==> config.mk <==
export PLATFORM = sky130hd
export DESIGN_NAME = sync_norm_rater
export DESIGN_NICKNAME = d
export VERILOG_FILES = /design/src/rtl/snr_pkg.sv /design/src/rtl/snr_hit_filter.sv /design/src/rtl/snr_step.sv /design/src/rtl/sync_norm_rater.sv
export SDC_FILE = /design/constraint.sdc
export NUM_CORES = 1
export LEC_CHECK = 0
export BUFFER_PORTS_ARGS = -buffer_cell sky130_fd_sc_hd__buf_4
export CAP_MARGIN = 20
export CORE_MARGIN = 2
export CORE_UTILIZATION = 45
export CTS_BUF_LIST = sky130_fd_sc_hd__clkbuf_16
export CTS_CLUSTER_DIAMETER = 40
export CTS_CLUSTER_SIZE = 10
export DETAILED_ROUTE_END_ITERATION = 16
export PLACE_DENSITY = 0.66
export RECOVER_POWER = 50
export SYNTH_ARGS = -nofsm -noshare
export SYNTH_HDL_FRONTEND = slang
export SYNTH_SLANG_ARGS = --single-unit
==> constraint.sdc <==
create_clock -name clk_i -period 4.4 [get_ports clk_i]
set_input_delay 0.22 -clock clk_i [delete_from_list [all_inputs] [get_ports clk_i]]
set_output_delay 0.22 -clock clk_i [all_outputs]
set_load 0.02 [all_outputs]
==> src/rtl/snr_pkg.sv <==
package snr_pkg;
  typedef enum logic [1:0] {
    MODE_WIDE = 2'd0,
    MODE_NEAR = 2'd1,
    MODE_NORM = 2'd2
  } snr_mode_e;
endpackage

==> src/rtl/snr_hit_filter.sv <==
// Scores a found pulse as a miss when it follows a miss in near/norm mode.
module snr_hit_filter
  import snr_pkg::*;
(
  input  logic      clk_i,
  input  logic      rst_ni,
  input  logic      eval_i,
  input  logic      found_i,
  input  logic      sync_lost_i,
  input  snr_mode_e mode_i,
  input  snr_mode_e mode_nxt_i,
  output logic      hit_o
);
  logic missed_q, missed_d;

  assign hit_o = found_i && !((mode_i != MODE_WIDE) && missed_q);

  always_comb begin
    missed_d = missed_q;
    if (sync_lost_i) begin
      missed_d = 1'b0;
    end else if (eval_i) begin
      if ((mode_nxt_i != mode_i) || (mode_i == MODE_WIDE)) missed_d = 1'b0;
      else missed_d = !found_i;
    end
  end

  always_ff @(posedge clk_i or negedge rst_ni) begin
    if (!rst_ni) missed_q <= 1'b0;
    else         missed_q <= missed_d;
  end

  // a miss in a tight mode makes the next found pulse score as a miss
  a_r8_second_chance: assert property (@(posedge clk_i) disable iff (!rst_ni)
    (eval_i && !sync_lost_i && !found_i && mode_i != MODE_WIDE && mode_nxt_i == mode_i)
    |=> (mode_i == MODE_WIDE || !hit_o || $past(mode_nxt_i) != mode_i));
endmodule

==> src/rtl/snr_step.sv <==
// Next mode and count for one field.
module snr_step
  import snr_pkg::*;
#(
  parameter int unsigned CNT_W      = 5,
  parameter int unsigned WIDE_RISE  = 26,
  parameter int unsigned NEAR_RISE  = 17,
  parameter int unsigned RISE_LOAD  = 10,
  parameter int unsigned WIDE_LOAD  = 12,
  parameter int unsigned NEAR_LOAD  = 14
) (
  input  snr_mode_e        mode_i,
  input  logic [CNT_W-1:0] cnt_i,
  input  logic             eval_i,
  input  logic             hit_i,
  input  logic             sync_lost_i,
  input  logic             force_wide_i,
  output snr_mode_e        mode_nxt_o,
  output logic [CNT_W-1:0] cnt_nxt_o
);
  localparam int unsigned UW = CNT_W + 1;
  localparam logic [UW-1:0]    CNT_MAX  = UW'((1 << CNT_W) - 1);
  localparam logic [UW-1:0]    W_RISE   = UW'(WIDE_RISE);
  localparam logic [UW-1:0]    N_RISE   = UW'(NEAR_RISE);
  localparam logic [UW-1:0]    F_CEIL   = UW'(WIDE_RISE - 1);
  localparam logic [CNT_W-1:0] L_RISE   = CNT_W'(RISE_LOAD);
  localparam logic [CNT_W-1:0] L_WIDE   = CNT_W'(WIDE_LOAD);
  localparam logic [CNT_W-1:0] L_NEAR   = CNT_W'(NEAR_LOAD);
  localparam logic [CNT_W-1:0] ONE      = CNT_W'(1);
  localparam logic [CNT_W-1:0] TWO      = CNT_W'(2);

  logic [UW-1:0] up;
  assign up = {1'b0, cnt_i} + UW'(1);

  always_comb begin
    mode_nxt_o = mode_i;
    cnt_nxt_o  = cnt_i;
    if (sync_lost_i) begin
      mode_nxt_o = MODE_WIDE;
      cnt_nxt_o  = '0;
    end else if (eval_i) begin
      if (force_wide_i && mode_i != MODE_WIDE) begin
        mode_nxt_o = MODE_WIDE;
        cnt_nxt_o  = L_WIDE;
      end else begin
        unique case (mode_i)
          MODE_WIDE: begin
            if (hit_i) begin
              if (force_wide_i && up > F_CEIL) begin
                cnt_nxt_o = F_CEIL[CNT_W-1:0];
              end else if (up >= W_RISE) begin
                mode_nxt_o = MODE_NEAR;
                cnt_nxt_o  = L_RISE;
              end else begin
                cnt_nxt_o = up[CNT_W-1:0];
              end
            end else begin
              cnt_nxt_o = (cnt_i < TWO) ? '0 : cnt_i - TWO;
            end
          end
          MODE_NEAR: begin
            if (hit_i) begin
              if (up >= N_RISE) begin
                mode_nxt_o = MODE_NORM;
                cnt_nxt_o  = L_RISE;
              end else begin
                cnt_nxt_o = up[CNT_W-1:0];
              end
            end else if (cnt_i <= ONE) begin
              mode_nxt_o = MODE_WIDE;
              cnt_nxt_o  = L_WIDE;
            end else begin
              cnt_nxt_o = cnt_i - ONE;
            end
          end
          MODE_NORM: begin
            if (hit_i) begin
              cnt_nxt_o = (up > CNT_MAX) ? CNT_MAX[CNT_W-1:0] : up[CNT_W-1:0];
            end else if (cnt_i <= ONE) begin
              mode_nxt_o = MODE_NEAR;
              cnt_nxt_o  = L_NEAR;
            end else begin
              cnt_nxt_o = cnt_i - ONE;
            end
          end
          default: begin
            mode_nxt_o = MODE_WIDE;
            cnt_nxt_o  = '0;
          end
        endcase
      end
    end
  end
endmodule

==> src/rtl/sync_norm_rater.sv <==
module sync_norm_rater
  import snr_pkg::*;
#(
  parameter int unsigned CNT_W     = 5,
  parameter int unsigned WIDE_RISE = 26,
  parameter int unsigned NEAR_RISE = 17,
  parameter int unsigned RISE_LOAD = 10,
  parameter int unsigned WIDE_LOAD = 12,
  parameter int unsigned NEAR_LOAD = 14
) (
  input  logic             clk_i,
  input  logic             rst_ni,
  input  logic             eval_i,
  input  logic             found_i,
  input  logic             sync_lost_i,
  input  logic             force_wide_i,
  output logic [1:0]       mode_o,
  output logic [CNT_W-1:0] count_o,
  output logic             norm_o
);
  localparam logic [CNT_W-1:0] CEIL_F = CNT_W'(WIDE_RISE - 1);
  localparam logic [CNT_W-1:0] L_RISE = CNT_W'(RISE_LOAD);
  localparam logic [CNT_W-1:0] L_WIDE = CNT_W'(WIDE_LOAD);
  localparam logic [CNT_W-1:0] L_NEAR = CNT_W'(NEAR_LOAD);

  snr_mode_e        mode_q, mode_d;
  logic [CNT_W-1:0] cnt_q, cnt_d;
  logic             hit;

  snr_hit_filter u_filter (
    .clk_i       (clk_i),
    .rst_ni      (rst_ni),
    .eval_i      (eval_i),
    .found_i     (found_i),
    .sync_lost_i (sync_lost_i),
    .mode_i      (mode_q),
    .mode_nxt_i  (mode_d),
    .hit_o       (hit)
  );

  snr_step #(
    .CNT_W     (CNT_W),
    .WIDE_RISE (WIDE_RISE),
    .NEAR_RISE (NEAR_RISE),
    .RISE_LOAD (RISE_LOAD),
    .WIDE_LOAD (WIDE_LOAD),
    .NEAR_LOAD (NEAR_LOAD)
  ) u_step (
    .mode_i       (mode_q),
    .cnt_i        (cnt_q),
    .eval_i       (eval_i),
    .hit_i        (hit),
    .sync_lost_i  (sync_lost_i),
    .force_wide_i (force_wide_i),
    .mode_nxt_o   (mode_d),
    .cnt_nxt_o    (cnt_d)
  );

  always_ff @(posedge clk_i or negedge rst_ni) begin
    if (!rst_ni) begin
      mode_q <= MODE_WIDE;
      cnt_q  <= '0;
    end else begin
      mode_q <= mode_d;
      cnt_q  <= cnt_d;
    end
  end

  assign mode_o  = mode_q;
  assign count_o = cnt_q;
  assign norm_o  = (mode_q == MODE_NORM);

  a_r9_lost_clears: assert property (@(posedge clk_i) disable iff (!rst_ni)
    sync_lost_i |=> (mode_q == MODE_WIDE && cnt_q == '0));

  a_r13_hold_idle: assert property (@(posedge clk_i) disable iff (!rst_ni)
    (!eval_i && !sync_lost_i) |=> ($stable(cnt_q) && $stable(mode_q)));

  a_r3_wide_bound: assert property (@(posedge clk_i) disable iff (!rst_ni)
    (mode_q == MODE_WIDE) |-> (cnt_q <= CEIL_F));

  a_r2_wide_up: assert property (@(posedge clk_i) disable iff (!rst_ni)
    (eval_i && found_i && !sync_lost_i && mode_q == MODE_WIDE && cnt_q < CEIL_F)
    |=> (cnt_q == $past(cnt_q) + CNT_W'(1)));

  a_r5_norm_entry: assert property (@(posedge clk_i) disable iff (!rst_ni)
    $rose(norm_o) |-> (cnt_q == L_RISE));

  a_r6_near_fall: assert property (@(posedge clk_i) disable iff (!rst_ni)
    (eval_i && !sync_lost_i && !found_i && mode_q == MODE_NEAR && cnt_q == CNT_W'(1))
    |=> (mode_q == MODE_WIDE && cnt_q == L_WIDE));

  a_r7_norm_fall: assert property (@(posedge clk_i) disable iff (!rst_ni)
    (eval_i && !sync_lost_i && !force_wide_i && !found_i && mode_q == MODE_NORM
     && cnt_q == CNT_W'(1))
    |=> (mode_q == MODE_NEAR && cnt_q == L_NEAR));

  a_r10_force_holds: assert property (@(posedge clk_i) disable iff (!rst_ni)
    (eval_i && force_wide_i) |=> (mode_q == MODE_WIDE));
endmodule

==> results.py, run 1 <==
metrics = {
    "detailed_routing": {
        "final_antenna_net_count": 0,
        "drt-total-wl_um": 4013,
        "drcViolationCount": 0,
        "wl_met2_um": 1842,
        "viasPerCell": 6.658,
        "drt_iter0_markers": 109,
        "wl_met1_um": 1656,
        "met3WireLength_um": 460,
        "vias": 1498,
        "top_layer": "met4",
        "firstDrtPassIters": 5,
        "wire_per_inst_um": 17.84,
    },
    "floorplan": {
        "fp.dieH_um": 58.60,
        "core_mm2": 0.002805,
        "ioPinCount": 14,
        "start_util": 0.4781,
        "die_x_um": 58.60,
        "die-area_mm2": 0.003433,
        "rows": 19,
    },
    "synth": {
        "syn_nets": 205,
        "synthesis.area_mm2": 0.001341,
        "syn_inst": 192,
        "synth_seq_cells": 8,
        "syn_area_per_cell_um2": 6.986,
        "synth_edf_count": 0,
        "synth-async-reset-ratio": 1.000,
        "ys.flop_type": "dfrtp_1",
        "ys_types": 51,
        "yosysSeqAreaShare": 0.1493,
        "synth_warnings": 0,
    },
    "final_layout": {
        "fin_util": 0.5245,
        "drive_gt1_frac": 0.09278,
        "mostFrequentLayoutCells": "21 x nor2_1, 18 x a21oi_1, 17 x nand2_1",
        "fillCellCount": 272,
        "synthToLayoutAreaGrowth_pct": 9.701,
        "final_common_cell": "nor2_1",
        "layout.nets": 209,
        "diodes": 0,
    },
    "setup_path": {
        "worstPathArrival_ns": 2.85,
        "crit_path_end_kind": "register",
        "max_stage_delay_ns": 0.72,
        "required_ns": 4.47,
        "rr_endpoint": "count_o[1]",
        "cp-endpoint": "count_o[1]",
        "reg2reg_slack_ns": 1.62,
        "critPathLaunchType": "register",
        "crit_buf_inv": 0,
        "path_depth": 7,
        "crit_path_top_delay_cell": "dfrtp_1",
        "worstPathMaxFanout": 18,
        "crit_chain": "ha_1 -> and2_1 -> xnor2_1 -> o32ai_2 -> a221oi_2 -> a221o_1 -> a32oi_1",
        "rr_startpoint": "count_o[2]",
        "critPathTopFamily": "compound AO/OA/AOI/OAI gates",
        "ff2ff_path_depth": 7,
        "criticalPathCategory": "register to register",
        "critPathLaunch": "count_o[2]",
    },
    "outcome": {
        "status": "complete, no violations",
    },
    "power": {
        "switchingPower_w": 0.0001394,
        "leakagePower_nw": 0.5817,
        "power_frac_comb": 0.338,
        "ir_drop_uv": 232.6,
        "swShare": 0.3581,
        "clock_power_share": 0.407,
        "report.power.total_w": 0.0003893,
        "p_int_w": 0.0002499,
        "p_per_area_mw_per_mm2": 264.6,
        "pwr-share-seq": 0.255,
    },
    "sta": {
        "fmax_mhz": 359.6,
        "fin_setup_tns_ns": 0,
        "hold_violations": 0,
        "final_min_period_over_clock_period": 0.6320,
        "slew_headroom": 0.4514,
        "finalSetupViolCount": 0,
        "clock_skew_ns": 0.005329,
        "fin_crit_ns": 2.781,
        "slew_violations": 0,
        "hold_ws_ns": 0.2090,
        "tightest_slew_ns": 0.8229,
        "rsz0062_at_grt": "no",
    },
    "placed_design": {
        "gp_congestion": 0.9057,
        "portBuffers": 13,
        "dpl.hpwl_um": 2838,
    },
    "grt": {
        "grt.overflow.total": 0,
        "grt_use_total": 0.2477,
        "grt_pass1_wl_um": 6472,
        "grt_start_max_net_pins": 26,
        "grt_pass1_vias": 1387,
        "antenna_found_initial": 0,
    },
    "clock_tree": {
        "tritoncts": "yes",
        "clkSinkCount": 8,
        "cts-root-buf": "clkbuf_16",
        "htree_num_levels": 1,
        "cts_buffers": 3,
        "clkTransAtPathRegs_ns": 0.04,
        "clock_latency_ns": 0.24,
        "cts_hold_buf": 1,
        "cts_repair_resize_count": 0,
        "post_cts_buffers": 0,
        "cts_buffer_depth": 2,
    },
    "hold_path": {
        "hold_class": "input pin to register",
        "min_from": "sync_lost_i",
        "holdPathStages": 2,
    },
    "run": {
        "maxCapViolCount": 0,
    },
}
sequential cells by signal, summed over array words and instances, names as in the netlist:
signal,count
u_filter.missed_q,1
count_o,5
mode_o,2
synthesized netlist by cell type (2+ instances only):
cell,count,share of area
a211o_1,2,0.013
a211oi_1,2,0.011
a21o_1,2,0.011
a21oi_1,18,0.067
a221oi_2,2,0.022
a22oi_1,2,0.011
a311oi_1,2,0.013
a31oi_1,3,0.014
a32oi_1,4,0.026
and2_1,3,0.014
buf_1,2,0.0056
buf_2,7,0.026
clkbuf_1,5,0.014
dfrtp_1,8,0.15
ha_1,7,0.065
inv_1,9,0.025
nand2_1,17,0.048
nand2b_1,8,0.037
nand3_1,5,0.019
nor2_1,21,0.059
nor2b_1,3,0.014
nor3_1,3,0.011
nor3b_1,2,0.011
o211a_1,2,0.015
o21a_1,4,0.022
o21ai_0,13,0.049
o21ai_1,2,0.0075
o221ai_1,2,0.013
o22ai_1,4,0.019
o31ai_1,2,0.011
xnor2_1,6,0.039
power by group through the flow:
stage,sequential (W),clock [W],combinational [W]
final,0.0000993,0.000158,0.000132
after detailed placement,0.0000993,0,0.000129
after global placement,0.0000996,0,0.000130
after global routing,0.000101,0.000163,0.000144
after CTS,0.0000983,0.000159,0.000130
after floorplan,0.0000900,0,0.000103
worst reg2reg max path, delay by kind of cell (launching register included):
family                     cells  cell delay [ns]
and+or+nand+nor                1             0.29
DFF                            1             0.72
xor gates and xnor gates       1             0.20
AOI/OAI and AO/OA              4             1.03
adders and majority gates      1             0.39
metrics by stage:
stage,setup WS (ns),cell area [um^2],instances
floorplan,1.910,1341,192
global placement,1.705,1405,221
detailed placement,1.731,1405,221
CTS,1.714,1490,225
global route,1.413,1471,225
finish,1.619,1471,225
cell families (layout without fill, tap and decap cells):
| kind of cell | count (synthesis) | count (layout) | share of synthesized area |
|---|---|---|---|
| adders and majority gates | 8 | 8 | 0.07276 |
| buffers and inverters | 24 | 26 | 0.07929 |
| AOI/OAI and AO/OA | 77 | 77 | 0.4086 |
| and+or+nand+nor | 68 | 68 | 0.2444 |
| DFF | 8 | 8 | 0.1493 |
| xor gates and xnor gates | 7 | 7 | 0.04571 |
worst min-delay path by stage:
stage	to	slack [ns]
after global routing	u_filter.missed_q	0.21
after CTS	u_filter.missed_q	0.20
after floorplan	count_o[0]	-0.08
final	u_filter.missed_q	0.21
after detailed placement	mode_o[0]	0.05
after global placement	count_o[1]	0.04
final cells by class:
class                   instances  area, um^2  share of cell area
well taps                      31       38.79             0.02636
clock buffers                   3       75.07             0.05102
inverters                       9       33.78             0.02296
repair buffers                 14       88.84             0.06037
flip-flops and latches          8       200.2              0.1361
multi-input cells             160        1035              0.7032
routing by layer:
metal  vias to the layer above  track usage
met5                         -            0
met4                         0      0.07468
met3                         9      0.06813
met2                        97       0.3836
met1                       684       0.3369
li1                        708            -
Note: power is estimated with default switching activity, not from simulation.
==> run 2, diff against run 1 <==
==> constraint.sdc (replaced) <==
create_clock -name clk_i -period 2.6 [get_ports clk_i]
set_input_delay 0.13 -clock clk_i [delete_from_list [all_inputs] [get_ports clk_i]]
set_output_delay 0.13 -clock clk_i [all_outputs]
set_load 0.02 [all_outputs]
==> results.py, run 2 (same netlist as run 1, synthesis figures left out) <==
metrics = {
    "outcome": {
        "status": "complete, no violations",
    },
    "detailed_routing": {
        "drcViolationCount": 0,
        "drt-total-wl_um": 4276,
        "final_antenna_net_count": 0,
        "vias": 1618,
        "firstDrtPassIters": 5,
        "viasPerCell": 6.915,
        "drt_iter0_markers": 115,
        "wire_per_inst_um": 18.27,
    },
    "power": {
        "power_frac_comb": 0.386,
        "pwr-share-seq": 0.222,
        "swShare": 0.3566,
        "p_int_w": 0.0004369,
        "switchingPower_w": 0.0002421,
        "ir_drop_uv": 445.0,
        "p_per_area_mw_per_mm2": 441.2,
        "leakagePower_nw": 0.6279,
        "clock_power_share": 0.392,
    },
    "final_layout": {
        "final_common_cell": "nor2_1",
        "largest_register_ffs": 5,
        "drive_gt1_frac": 0.1330,
        "mostFrequentLayoutCells": "21 x nor2_1, 18 x a21oi_1, 17 x nand2_1, 17 x buf_4, 13 x o21ai_0",
        "seq_area_um2": 200.2,
        "multi_input_area_mm2": 0.001035,
        "synthToLayoutAreaGrowth_pct": 14.74,
        "fillCellCount": 265,
        "diodes": 0,
        "layout.nets": 218,
    },
    "placed_design": {
        "portBuffers": 13,
        "gp_congestion": 0.9167,
        "dpl.hpwl_um": 3080,
    },
    "sta": {
        "slew_headroom": 0.5865,
        "slew_violations": 0,
        "hold_violations": 0,
        "hold_ws_ns": 0.1173,
        "rsz0062_at_grt": "no",
        "fin_crit_ns": 2.493,
        "clock_skew_ns": 0.002127,
        "finalSetupViolCount": 0,
        "fin_setup_tns_ns": 0,
        "tightest_slew_ns": 0.6138,
        "final_min_period_over_clock_period": 0.9588,
        "fmax_mhz": 401.1,
    },
    "setup_path": {
        "crit_path_top_delay_cell": "dfrtp_1",
        "crit_path_end_kind": "register",
        "critPathLaunchType": "register",
        "crit_chain": "inv_1 -> ha_1 -> nor2b_1 -> a32o_2 -> a22oi_2 -> a2111o_1 -> a211o_1 -> a221oi_2",
        "max_stage_delay_ns": 0.49,
        "worstPathArrival_ns": 2.64,
        "required_ns": 2.75,
        "criticalPathCategory": "register to register",
        "worstPathMaxFanout": 8,
        "critPathTopFamily": "compound AO/OA/AOI/OAI gates",
        "crit_buf_inv": 1,
    },
    "clock_tree": {
        "clkTransAtPathRegs_ns": 0.04,
        "cts_buffers": 3,
        "clkSinkCount": 8,
        "htree_num_levels": 1,
        "cts-root-buf": "clkbuf_16",
        "post_cts_buffers": 0,
        "tritoncts": "yes",
        "cts_buffer_depth": 2,
        "clock_latency_ns": 0.24,
    },
    "run": {
        "maxCapViolCount": 0,
    },
    "hold_path": {
        "hold_class": "input pin to register",
    },
    "floorplan": {
        "fp.dieH_um": 58.60,
        "core_mm2": 0.002805,
        "die_x_um": 58.60,
        "ioPinCount": 14,
        "die-area_mm2": 0.003433,
        "rows": 19,
        "start_util": 0.4781,
    },
    "grt": {
        "grt_use_total": 0.2675,
        "antenna_found_initial": 0,
        "grt_pass1_wl_um": 6996,
        "grt_start_max_net_pins": 18,
        "grt_pass1_vias": 1407,
        "grt.overflow.total": 0,
    },
}
[run 2: cell count changes in the layout (fill, tap and decap cells not counted)]
cell / previous run / this run
buf_4: 8 / 17
[run 2: power groups by stage]
stage                     Sequential (W)  Combinational, W  Clock (W)
final                           0.000151          0.000262   0.000266
after global routing            0.000153          0.000282   0.000273
after CTS                       0.000150          0.000256   0.000266
after detailed placement        0.000152          0.000252          0
after global placement          0.000151          0.000254          0
after floorplan                 0.000152          0.000175          0
[run 2: final cells by class]
type	count	share of cell area
well taps	31	0.02520
repair buffers	23	0.1016
flip-flops and latches	8	0.1301
inverters	9	0.02195
clock buffers	3	0.04878
multi-input cells	160	0.6724
[run 2: final timing paths]
check,start,end,slack (ns),cells past startpoint
max,count_o[1],u_filter.missed_q,0.11,8
min,sync_lost_i,u_filter.missed_q,0.12,2
max reg2reg,count_o[1],u_filter.missed_q,0.11,8
min reg2reg,u_filter.missed_q,u_filter.missed_q,0.61,2
max in group asynchronous,rst_ni,count_o[3],1.88,2
min in group asynchronous,rst_ni,count_o[1],0.37,2
[run 2: timing repair]
item | in CTS | in global routing
hold endpoints to repair | 8 | 0
resized for setup | 0 | 0
hold buffers | 1 | 0
[run 2: through the flow]
step	utilization	total power (W)	cell area, um^2	setup slack (ns)	std cells
floorplan	-	0.0003272	1341	0.1102	192
global placement	0.5250	0.0004049	1473	0.2243	230
detailed placement	0.5250	0.0004035	1473	0.1632	230
CTS	0.5553	0.0006730	1558	0.1431	234
global route	0.5486	0.0007081	1539	0.02066	234
finish	0.5486	0.0006790	1539	0.1072	234
[run 2: worst register-to-register path, cell delays in order, from the launching register on]
cell	delay, ns
dfrtp_1	0.49
inv_1	0.16
ha_1	0.27
nor2b_1	0.25
a32o_2	0.22
a22oi_2	0.07
a2111o_1	0.39
a211o_1	0.31
a221oi_2	0.23
[run 2: routing by layer]
layer | up-vias | share of wire | global-route usage | wire length (um)
li1 | 730 | - | - | -
met2 | 128 | 0.46 | 0.4157 | 1969
met1 | 749 | 0.41 | 0.3794 | 1740
met3 | 11 | 0.11 | 0.03956 | 487
met5 | - | 0 | 0 | 0
met4 | 0 | 0.018 | 0.09091 | 78
